### src/rtl/dsmac_pkg.sv
// Package: shared widths and the decoded-field record of the dual
// multiply-accumulate unit. Assumes a 32-bit word and 16 registers.
package dsmac_pkg;
    localparam int WORD_W = 32;
    localparam int IDX_W  = 4;

    typedef enum logic {
        FORM_NARROW = 1'b0,
        FORM_COND   = 1'b1
    } form_e;

    typedef struct packed {
        logic [IDX_W-1:0] rn;
        logic [IDX_W-1:0] rm;
        logic [IDX_W-1:0] ra;
        logic [IDX_W-1:0] rd;
        logic             xchg;
        logic             match;
    } dec_t;
endpackage

### src/rtl/dsmac_decode.sv
// Decoder: pulls the register fields and the exchange bit out of the
// instruction word for the selected form. It also flags whether the fixed
// opcode bits match. Assumes a 32-bit instruction word.
module dsmac_decode
    import dsmac_pkg::*;
(
    input  form_e             form,
    input  logic [WORD_W-1:0] insn,
    output dec_t              dec
);
    localparam logic [11:0] NARROW_OP = 12'hFB2;
    localparam logic [7:0]  COND_OP   = 8'h70;

    // Field extraction and fixed-bit comparison for each form.
    always_comb begin
        dec = '0;
        if (form == FORM_NARROW) begin
            dec.rn    = insn[19:16];
            dec.ra    = insn[15:12];
            dec.rd    = insn[11:8];
            dec.xchg  = insn[4];
            dec.rm    = insn[3:0];
            dec.match = (insn[31:20] == NARROW_OP) && (insn[7:5] == 3'b000);
        end else begin
            dec.rd    = insn[19:16];
            dec.ra    = insn[15:12];
            dec.rm    = insn[11:8];
            dec.xchg  = insn[5];
            dec.rn    = insn[3:0];
            dec.match = (insn[27:20] == COND_OP) && (insn[7:6] == 2'b00)
                        && insn[4];
        end
    end
endmodule

### src/rtl/dsmac_datapath.sv
// Datapath: two exact signed halfword products, optionally with the second
// operand's halfwords swapped, summed with the accumulate value. The sum is
// formed at two extra bits so that overflow is judged on the exact total.
// Assumes DATA_W is even.
module dsmac_datapath #(
    parameter int DATA_W = 32
) (
    input  logic [DATA_W-1:0] op_n,
    input  logic [DATA_W-1:0] op_m,
    input  logic [DATA_W-1:0] op_a,
    input  logic              xchg,
    output logic [DATA_W-1:0] sum,
    output logic              ovf
);
    localparam int HALF_W = DATA_W / 2;
    localparam int LANES  = 2;
    localparam int SUM_W  = DATA_W + 2;

    logic [DATA_W-1:0]       m_sel;
    logic signed [DATA_W-1:0] prod [LANES];
    logic signed [SUM_W-1:0]  exact;
    logic [2:0]               top_bits;

    // Halfword exchange of the second operand.
    always_comb begin
        m_sel = xchg ? {op_m[HALF_W-1:0], op_m[DATA_W-1:HALF_W]} : op_m;
    end

    // One exact signed product per halfword lane.
    for (genvar g = 0; g < LANES; g++) begin : g_lane
        logic signed [HALF_W-1:0] a_h;
        logic signed [HALF_W-1:0] b_h;
        assign a_h = op_n[g*HALF_W +: HALF_W];
        assign b_h = m_sel[g*HALF_W +: HALF_W];
        assign prod[g] = DATA_W'(a_h) * DATA_W'(b_h);
    end

    // Exact wide sum, wrapped low part, and range check of the top bits.
    always_comb begin
        exact = $signed({{2{op_a[DATA_W-1]}}, op_a})
              + $signed({{2{prod[0][DATA_W-1]}}, prod[0]})
              + $signed({{2{prod[1][DATA_W-1]}}, prod[1]});
        sum      = exact[DATA_W-1:0];
        top_bits = exact[SUM_W-1:DATA_W-1];
        ovf      = !((&top_bits) || (~|top_bits));
    end
endmodule

### src/rtl/dsmac_sticky.sv
// Sticky flag: set by a qualified overflow, cleared only by an explicit
// clear. A set wins over a clear in the same cycle. Synchronous active-low
// reset.
module dsmac_sticky (
    input  logic clk,
    input  logic rst_n,
    input  logic set_req,
    input  logic clr_req,
    output logic flag
);
    // Flag register update.
    always_ff @(posedge clk) begin
        if (!rst_n)       flag <= 1'b0;
        else if (set_req) flag <= 1'b1;
        else if (clr_req) flag <= 1'b0;
    end

    p_set_r8: assert property (@(posedge clk) disable iff (!rst_n)
        set_req |=> flag);
    p_hold_r8: assert property (@(posedge clk) disable iff (!rst_n)
        (flag && !clr_req) |=> flag);
    p_rise_r8: assert property (@(posedge clk) disable iff (!rst_n)
        $rose(flag) |-> $past(set_req));
    p_clear_r9: assert property (@(posedge clk) disable iff (!rst_n)
        (clr_req && !set_req) |=> !flag);
endmodule

### src/rtl/dsmac_unit.sv
// Top: dual signed halfword multiply-accumulate execution unit. It decodes
// the word, computes the wrapped sum combinationally and qualifies write-back
// by the opcode match and, in the conditional form, by cond_pass. The sticky
// flag is set only by written-back overflows. Register fetch is external.
module dsmac_unit
    import dsmac_pkg::*;
(
    input  logic              clk,
    input  logic              rst_n,
    input  logic              form_sel,
    input  logic [WORD_W-1:0] insn,
    input  logic              cond_pass,
    input  logic [WORD_W-1:0] op_n,
    input  logic [WORD_W-1:0] op_m,
    input  logic [WORD_W-1:0] op_acc,
    input  logic              q_clear,
    output logic [IDX_W-1:0]  rn_idx,
    output logic [IDX_W-1:0]  rm_idx,
    output logic [IDX_W-1:0]  ra_idx,
    output logic [IDX_W-1:0]  rd_idx,
    output logic [WORD_W-1:0] result,
    output logic              acc_ovf,
    output logic              wr_en,
    output logic              illegal,
    output logic              q_flag
);
    form_e form;
    dec_t  dec;
    logic  q_set;

    assign form = form_e'(form_sel);

    dsmac_decode u_dec (
        .form (form),
        .insn (insn),
        .dec  (dec)
    );

    dsmac_datapath #(.DATA_W(WORD_W)) u_dp (
        .op_n (op_n),
        .op_m (op_m),
        .op_a (op_acc),
        .xchg (dec.xchg),
        .sum  (result),
        .ovf  (acc_ovf)
    );

    // Write-back qualification and outputs of the decoded fields.
    always_comb begin
        wr_en   = dec.match && ((form == FORM_NARROW) || cond_pass);
        illegal = !dec.match;
        q_set   = wr_en && acc_ovf;
        rn_idx  = dec.rn;
        rm_idx  = dec.rm;
        ra_idx  = dec.ra;
        rd_idx  = dec.rd;
    end

    dsmac_sticky u_q (
        .clk     (clk),
        .rst_n   (rst_n),
        .set_req (q_set),
        .clr_req (q_clear),
        .flag    (q_flag)
    );

    p_illegal_no_write_r6: assert property (@(posedge clk) disable iff (!rst_n)
        illegal |-> !wr_en);
    p_illegal_no_q_r6: assert property (@(posedge clk) disable iff (!rst_n)
        (illegal && !q_flag) |=> !q_flag);
    p_cond_gate_r7: assert property (@(posedge clk) disable iff (!rst_n)
        (form_sel && !cond_pass) |-> !wr_en);
    p_zero_mult_r5: assert property (@(posedge clk) disable iff (!rst_n)
        (op_m == '0) |-> (!acc_ovf && result == op_acc));
endmodule

### config.mk
export PLATFORM = sky130hd
export DESIGN_NAME = dsmac_unit
export DESIGN_NICKNAME = d
export VERILOG_FILES = /design/src/rtl/dsmac_pkg.sv /design/src/rtl/dsmac_decode.sv /design/src/rtl/dsmac_datapath.sv /design/src/rtl/dsmac_sticky.sv /design/src/rtl/dsmac_unit.sv
export SDC_FILE = /design/constraint.sdc
export NUM_CORES = 2
export LEC_CHECK = 0
export ABC_AREA = 1
export ABC_CLOCK_PERIOD_IN_PS = 12900
export BUFFER_PORTS_ARGS = -buffer_cell sky130_fd_sc_hd__buf_2
export CAP_MARGIN = 25
export CORE_MARGIN = 1.5
export CORE_UTILIZATION = 35
export DETAILED_ROUTE_END_ITERATION = 10
export REMOVE_ABC_BUFFERS = 1
export SLEW_MARGIN = 25
export SYNTH_ARGS = -nofsm -noshare
export SYNTH_HDL_FRONTEND = slang
export SYNTH_HIERARCHICAL = 1
export SYNTH_SLANG_ARGS = --single-unit
### constraint.sdc
create_clock -name clk -period 12.9 [get_ports clk]
set_input_delay 0.645 -clock clk [delete_from_list [all_inputs] [get_ports clk]]
set_output_delay 0.645 -clock clk [all_outputs]
set_load 0.01 [all_outputs]
* Word-level counts from Yosys, hierarchy flattened
Index checks and enable logic that the tools add are counted.
Storage, ports and cells: bits in registers 1, input port bits 133, output and inout port bits 52, logic and storage cells 27
Cells by class: add/sub/neg operators 2, multiply operators 2, equality and inequality tests 2, muxes and demuxes 4, bitwise gates (word level) 1, reductions and logical operators 15
Operators by type and width (number):
- 16-bit by 16-bit multiplier with 32-bit output | 2
- 33-bit by 32-bit adder with 34-bit output | 1
- 32-bit by 32-bit adder with 33-bit output | 1
- 32-bit two-way mux | 1
- 18-bit two-way mux | 1
- 12-bit == test (second input constant) | 1
- 8-bit by 7-bit == test with 1-bit output (second input constant) | 1
- 1-bit logical AND | 5
- 1-bit logical NOT | 3
- 3-bit logical NOT | 1
- 3-bit AND reduction | 1
- 3-bit OR reduction | 1
- 2-bit logical NOT | 1
- 1-bit logical OR | 2
- 1-bit two-way mux | 2
- 2-bit nonzero test | 1
- 1-bit inverter | 1

* Depth between registers and ports, before layout
depth in word-level cells 14, depth in mapped cells 44, mapped depth without buffers 41

* By module
Netlist, hierarchy kept.
Modules (own cells, without submodules):
- dsmac_datapath | times used 1, cells an instance 2677, area each 22175.0 um2, sequential area each 0.0 um2
- dsmac_decode | times used 1, cells an instance 52, area each 281.5 um2, sequential area each 0.0 um2
- dsmac_sticky | times used 1, cells an instance 6, area each 43.8 um2, sequential area each 20.0 um2
- dsmac_unit | times used 1, cells an instance 7, area each 33.8 um2, sequential area each 0.0 um2

* Worst setup path before layout
OpenSTA, ideal clock, no wires.
path type input port to output port, start point input form_sel, end point output acc_ovf, arrival 7.823 ns, required time 12.255 ns, setup slack 4.432 ns, stages 35, path buffers 2, path through buf_6 -> mux2_4 -> inv_2 -> clkbuf_1 -> nand2_1 -> o21ai_1 -> nor2_1 -> inv_1 -> fa_1 -> fa_1 -> inv_1 -> fa_1 -> inv_1 -> fa_1 -> inv_1 -> fa_1 -> fa_1 -> fa_1 -> inv_1 -> fa_1 -> inv_1 -> ha_1 -> nand2_2 -> inv_1 -> nand2_1 -> nand2_1 -> nand2_1 -> nand2_1 -> a21oi_1 -> nand2_1 -> nand2_1 -> nand2_1 -> nand2_1 -> nand2_1 -> nand2_1
RTL lines:
- from (decl) | line dsmac_unit.sv:10 | input logic form_sel,
- to (decl) | line dsmac_unit.sv:22 | output logic acc_ovf,

==> results.py <==
metrics = {
    "placement": {
        "place_hpwl_um": 58870,
        "place_area_um2": 24290,
        "dp.cells": 3714,
        "port_buffers": 176,
        "gp_congestion": 0.9176,
    },
    "drt": {
        "vias_per_cell": 4.524,
        "drt_iter0_drc": 971,
        "drc": 0,
        "wirelength_um": 63260,
        "vias": 16807,
        "ant_nets": 0,
        "firstDrtPassIters": 5,
        "wl_per_cell_um": 17.03,
    },
    "hold_path": {
        "holdPathEnd": "u_q/flag",
        "whs_path_depth": 2,
        "hold_class": "reg -> reg",
        "min-delay-start": "u_q/flag",
    },
    "worst_setup_path": {
        "start_kind": "input port",
        "cp_slowest_cell": "fa_1",
        "required_ns": 12.26,
        "crit_top_cell": "nand2_1",
        "crit_type": "in -> out",
        "r2r_end": "u_q/flag",
        "critPathMaxStageDelay_ns": 0.75,
        "cp.arrival_ns": 9.62,
        "rr_worst_depth": 2,
        "cp_max_fo": 33,
        "cp-end-kind": "primary output",
        "rr_startpoint": "u_q/flag",
        "rrSetupSlack_ns": 12.36,
    },
    "cells_and_area": {
        "multiInputGateArea_um2": 18840,
        "largest-register": "u_q/flag",
        "drive_above_1_share_pct": 7.880,
        "stdcell_area_um2": 24290,
        "syn_to_final_growth_pct": 7.801,
        "final_nets": 3789,
        "largest_registers": "u_q/flag x1",
        "seq_area_um2": 20.02,
        "final-instance-count-excl-fill": 3715,
        "final_common_cell": "inv_1",
        "largest_reg_flops": 1,
        "fillers": 6614,
        "final_cell_mix": "881 x inv_1, 648 x fa_1, 522 x nand2_1",
    },
    "yosys": {
        "synth.top_cell.area_share_pct": 57.57,
        "yosysSeqAreaShare_pct": 0.08884,
        "syn_area_um2": 22530,
        "yosys_warnings": 6,
        "synth.area.top_cells": "fa_1 58%, inv_1 15%, nand2_1 8.7%",
        "synth_area_per_cell_um2": 8.218,
        "synth-seq-cells": 1,
        "yosysTopAreaCell": "fa_1",
        "syn_inst": 2742,
        "yosysUniqueCellTypes": 37,
    },
    "global_routing": {
        "track_usage_pct": 20.01,
        "overflow": 0,
        "grt_pass1_vias": 18230,
        "antenna_found_initial": 4,
        "grt_pass1_wl_um": 102300,
        "grt_max_degree": 34,
    },
    "clock_network": {
        "clk_pin_slew_ns": 0,
        "clock_latency_ns": 0,
        "cts_resized": 0,
        "hold_buffers": 0,
        "cts_setup_buffers": 0,
    },
    "flow_run": {
        "drv_cap": 0,
    },
    "floorplan": {
        "core_um2": 63310,
        "fp-row-count": 92,
        "die_area_um2": 65920,
        "start_util_pct": 35.59,
        "io_pins": 185,
        "chipHeight_um": 256.7,
        "die_w_um": 256.7,
    },
    "timing": {
        "worst_pin_slew_ns": 0.9146,
        "hold_ws_ns": 0.4617,
        "fmax_ghz": 0.09741,
        "fin_skew_ns": 0,
        "period_minus_slack_ns": 10.27,
        "rsz0062_at_grt": "false",
        "slew_headroom_pct": 38.88,
        "hold_viol": 0,
        "slew_violations": 0,
        "tns_ns": 0,
        "period_share_pct": 79.58,
        "setup_viol": 0,
    },
    "outcome": {
        "status": "finished, final reports clean",
    },
}
per-layer routing:
metal / up-vias / routed length, um / global-route usage (%)
met5: - / 44 / 0
met4: 6 / 1372 / 3.448
met3: 68 / 4896 / 3.766
met2: 507 / 29800 / 33.16
met1: 8424 / 27150 / 27.58
li1: 7802 / - / -
cells by family after synthesis:
kind of cell / after synthesis / synth area share (%)
AOI/OAI and AO/OA: 77 / 1.988
xor gates and xnor gates: 21 / 0.8162
adders and majority gates: 786 / 65.23
buffers and inverters: 965 / 16.31
DFF: 1 / 0.08884
muxes: 5 / 0.2832
and+or+nand+nor: 887 / 15.29
Yosys cell counts:
| master | number |
|---|---|
| nand3_1 | 24 |
| buf_4 | 5 |
| buf_1 | 11 |
| nor3_1 | 3 |
| fa_1 | 648 |
| xnor2_1 | 6 |
| a31oi_1 | 1 |
| o21ai_0 | 18 |
| o2111ai_1 | 1 |
| clkbuf_1 | 27 |
| buf_2 | 21 |
| and2_1 | 5 |
| inv_2 | 2 |
| o21ai_2 | 5 |
| a21oi_2 | 3 |
| or2_2 | 4 |
| mux2_4 | 2 |
| o211ai_1 | 2 |
| nand4_1 | 5 |
| nor2_2 | 3 |
| a21o_1 | 1 |
| or2_0 | 1 |
| mux2_2 | 3 |
| a21oi_1 | 27 |
| nor3_2 | 1 |
| inv_1 | 882 |
| clkinv_1 | 16 |
| dfxtp_1 | 1 |
| nand2_1 | 522 |
| o21bai_1 | 8 |
| ha_1 | 138 |
| buf_6 | 1 |
| nor2_1 | 307 |
| xor2_1 | 15 |
| o21ai_1 | 11 |
| and3_1 | 1 |
| nand2_2 | 11 |
metrics by stage:
| stage | utilization [%] | worst slack (ns) |
|---|---|---|
| after floorplan | - | 4.323 |
| after global placement | 38.37 | 2.728 |
| after detailed placement | 38.37 | 2.595 |
| after CTS | 38.37 | 2.599 |
| after global routing | 38.37 | 2.028 |
| final | 38.37 | 2.634 |
area by class of cell:
class                   instances  area share, %
multi-input cells            1776          77.55
well taps                     846          4.357
inverters                     900          13.91
diodes                          1        0.01030
repair buffers                191          4.090
flip-flops and latches          1        0.08241
worst max-delay path, delay by kind of cell:
kind                     cells  cell delay (ns)
adder cells (fa/ha/maj)      9             4.60
buffers and inverters        9             1.71
multiplexers                 1             0.51
AND/OR/NAND/NOR             14             2.08
how the worst max path moves through the flow:
stage          endpoint  cells after the start     start
2_1_floorplan   acc_ovf                     33  form_sel
3_3_place_gp    acc_ovf                     33  form_sel
3_5_place_dp    acc_ovf                     31  form_sel
4_1_cts         acc_ovf                     33  form_sel
5_1_grt         acc_ovf                     33  form_sel
6_report        acc_ovf                     33  form_sel
Power is not shown: default switching activity piles up to over one toggle a cycle in this logic, so the estimate is an artifact.
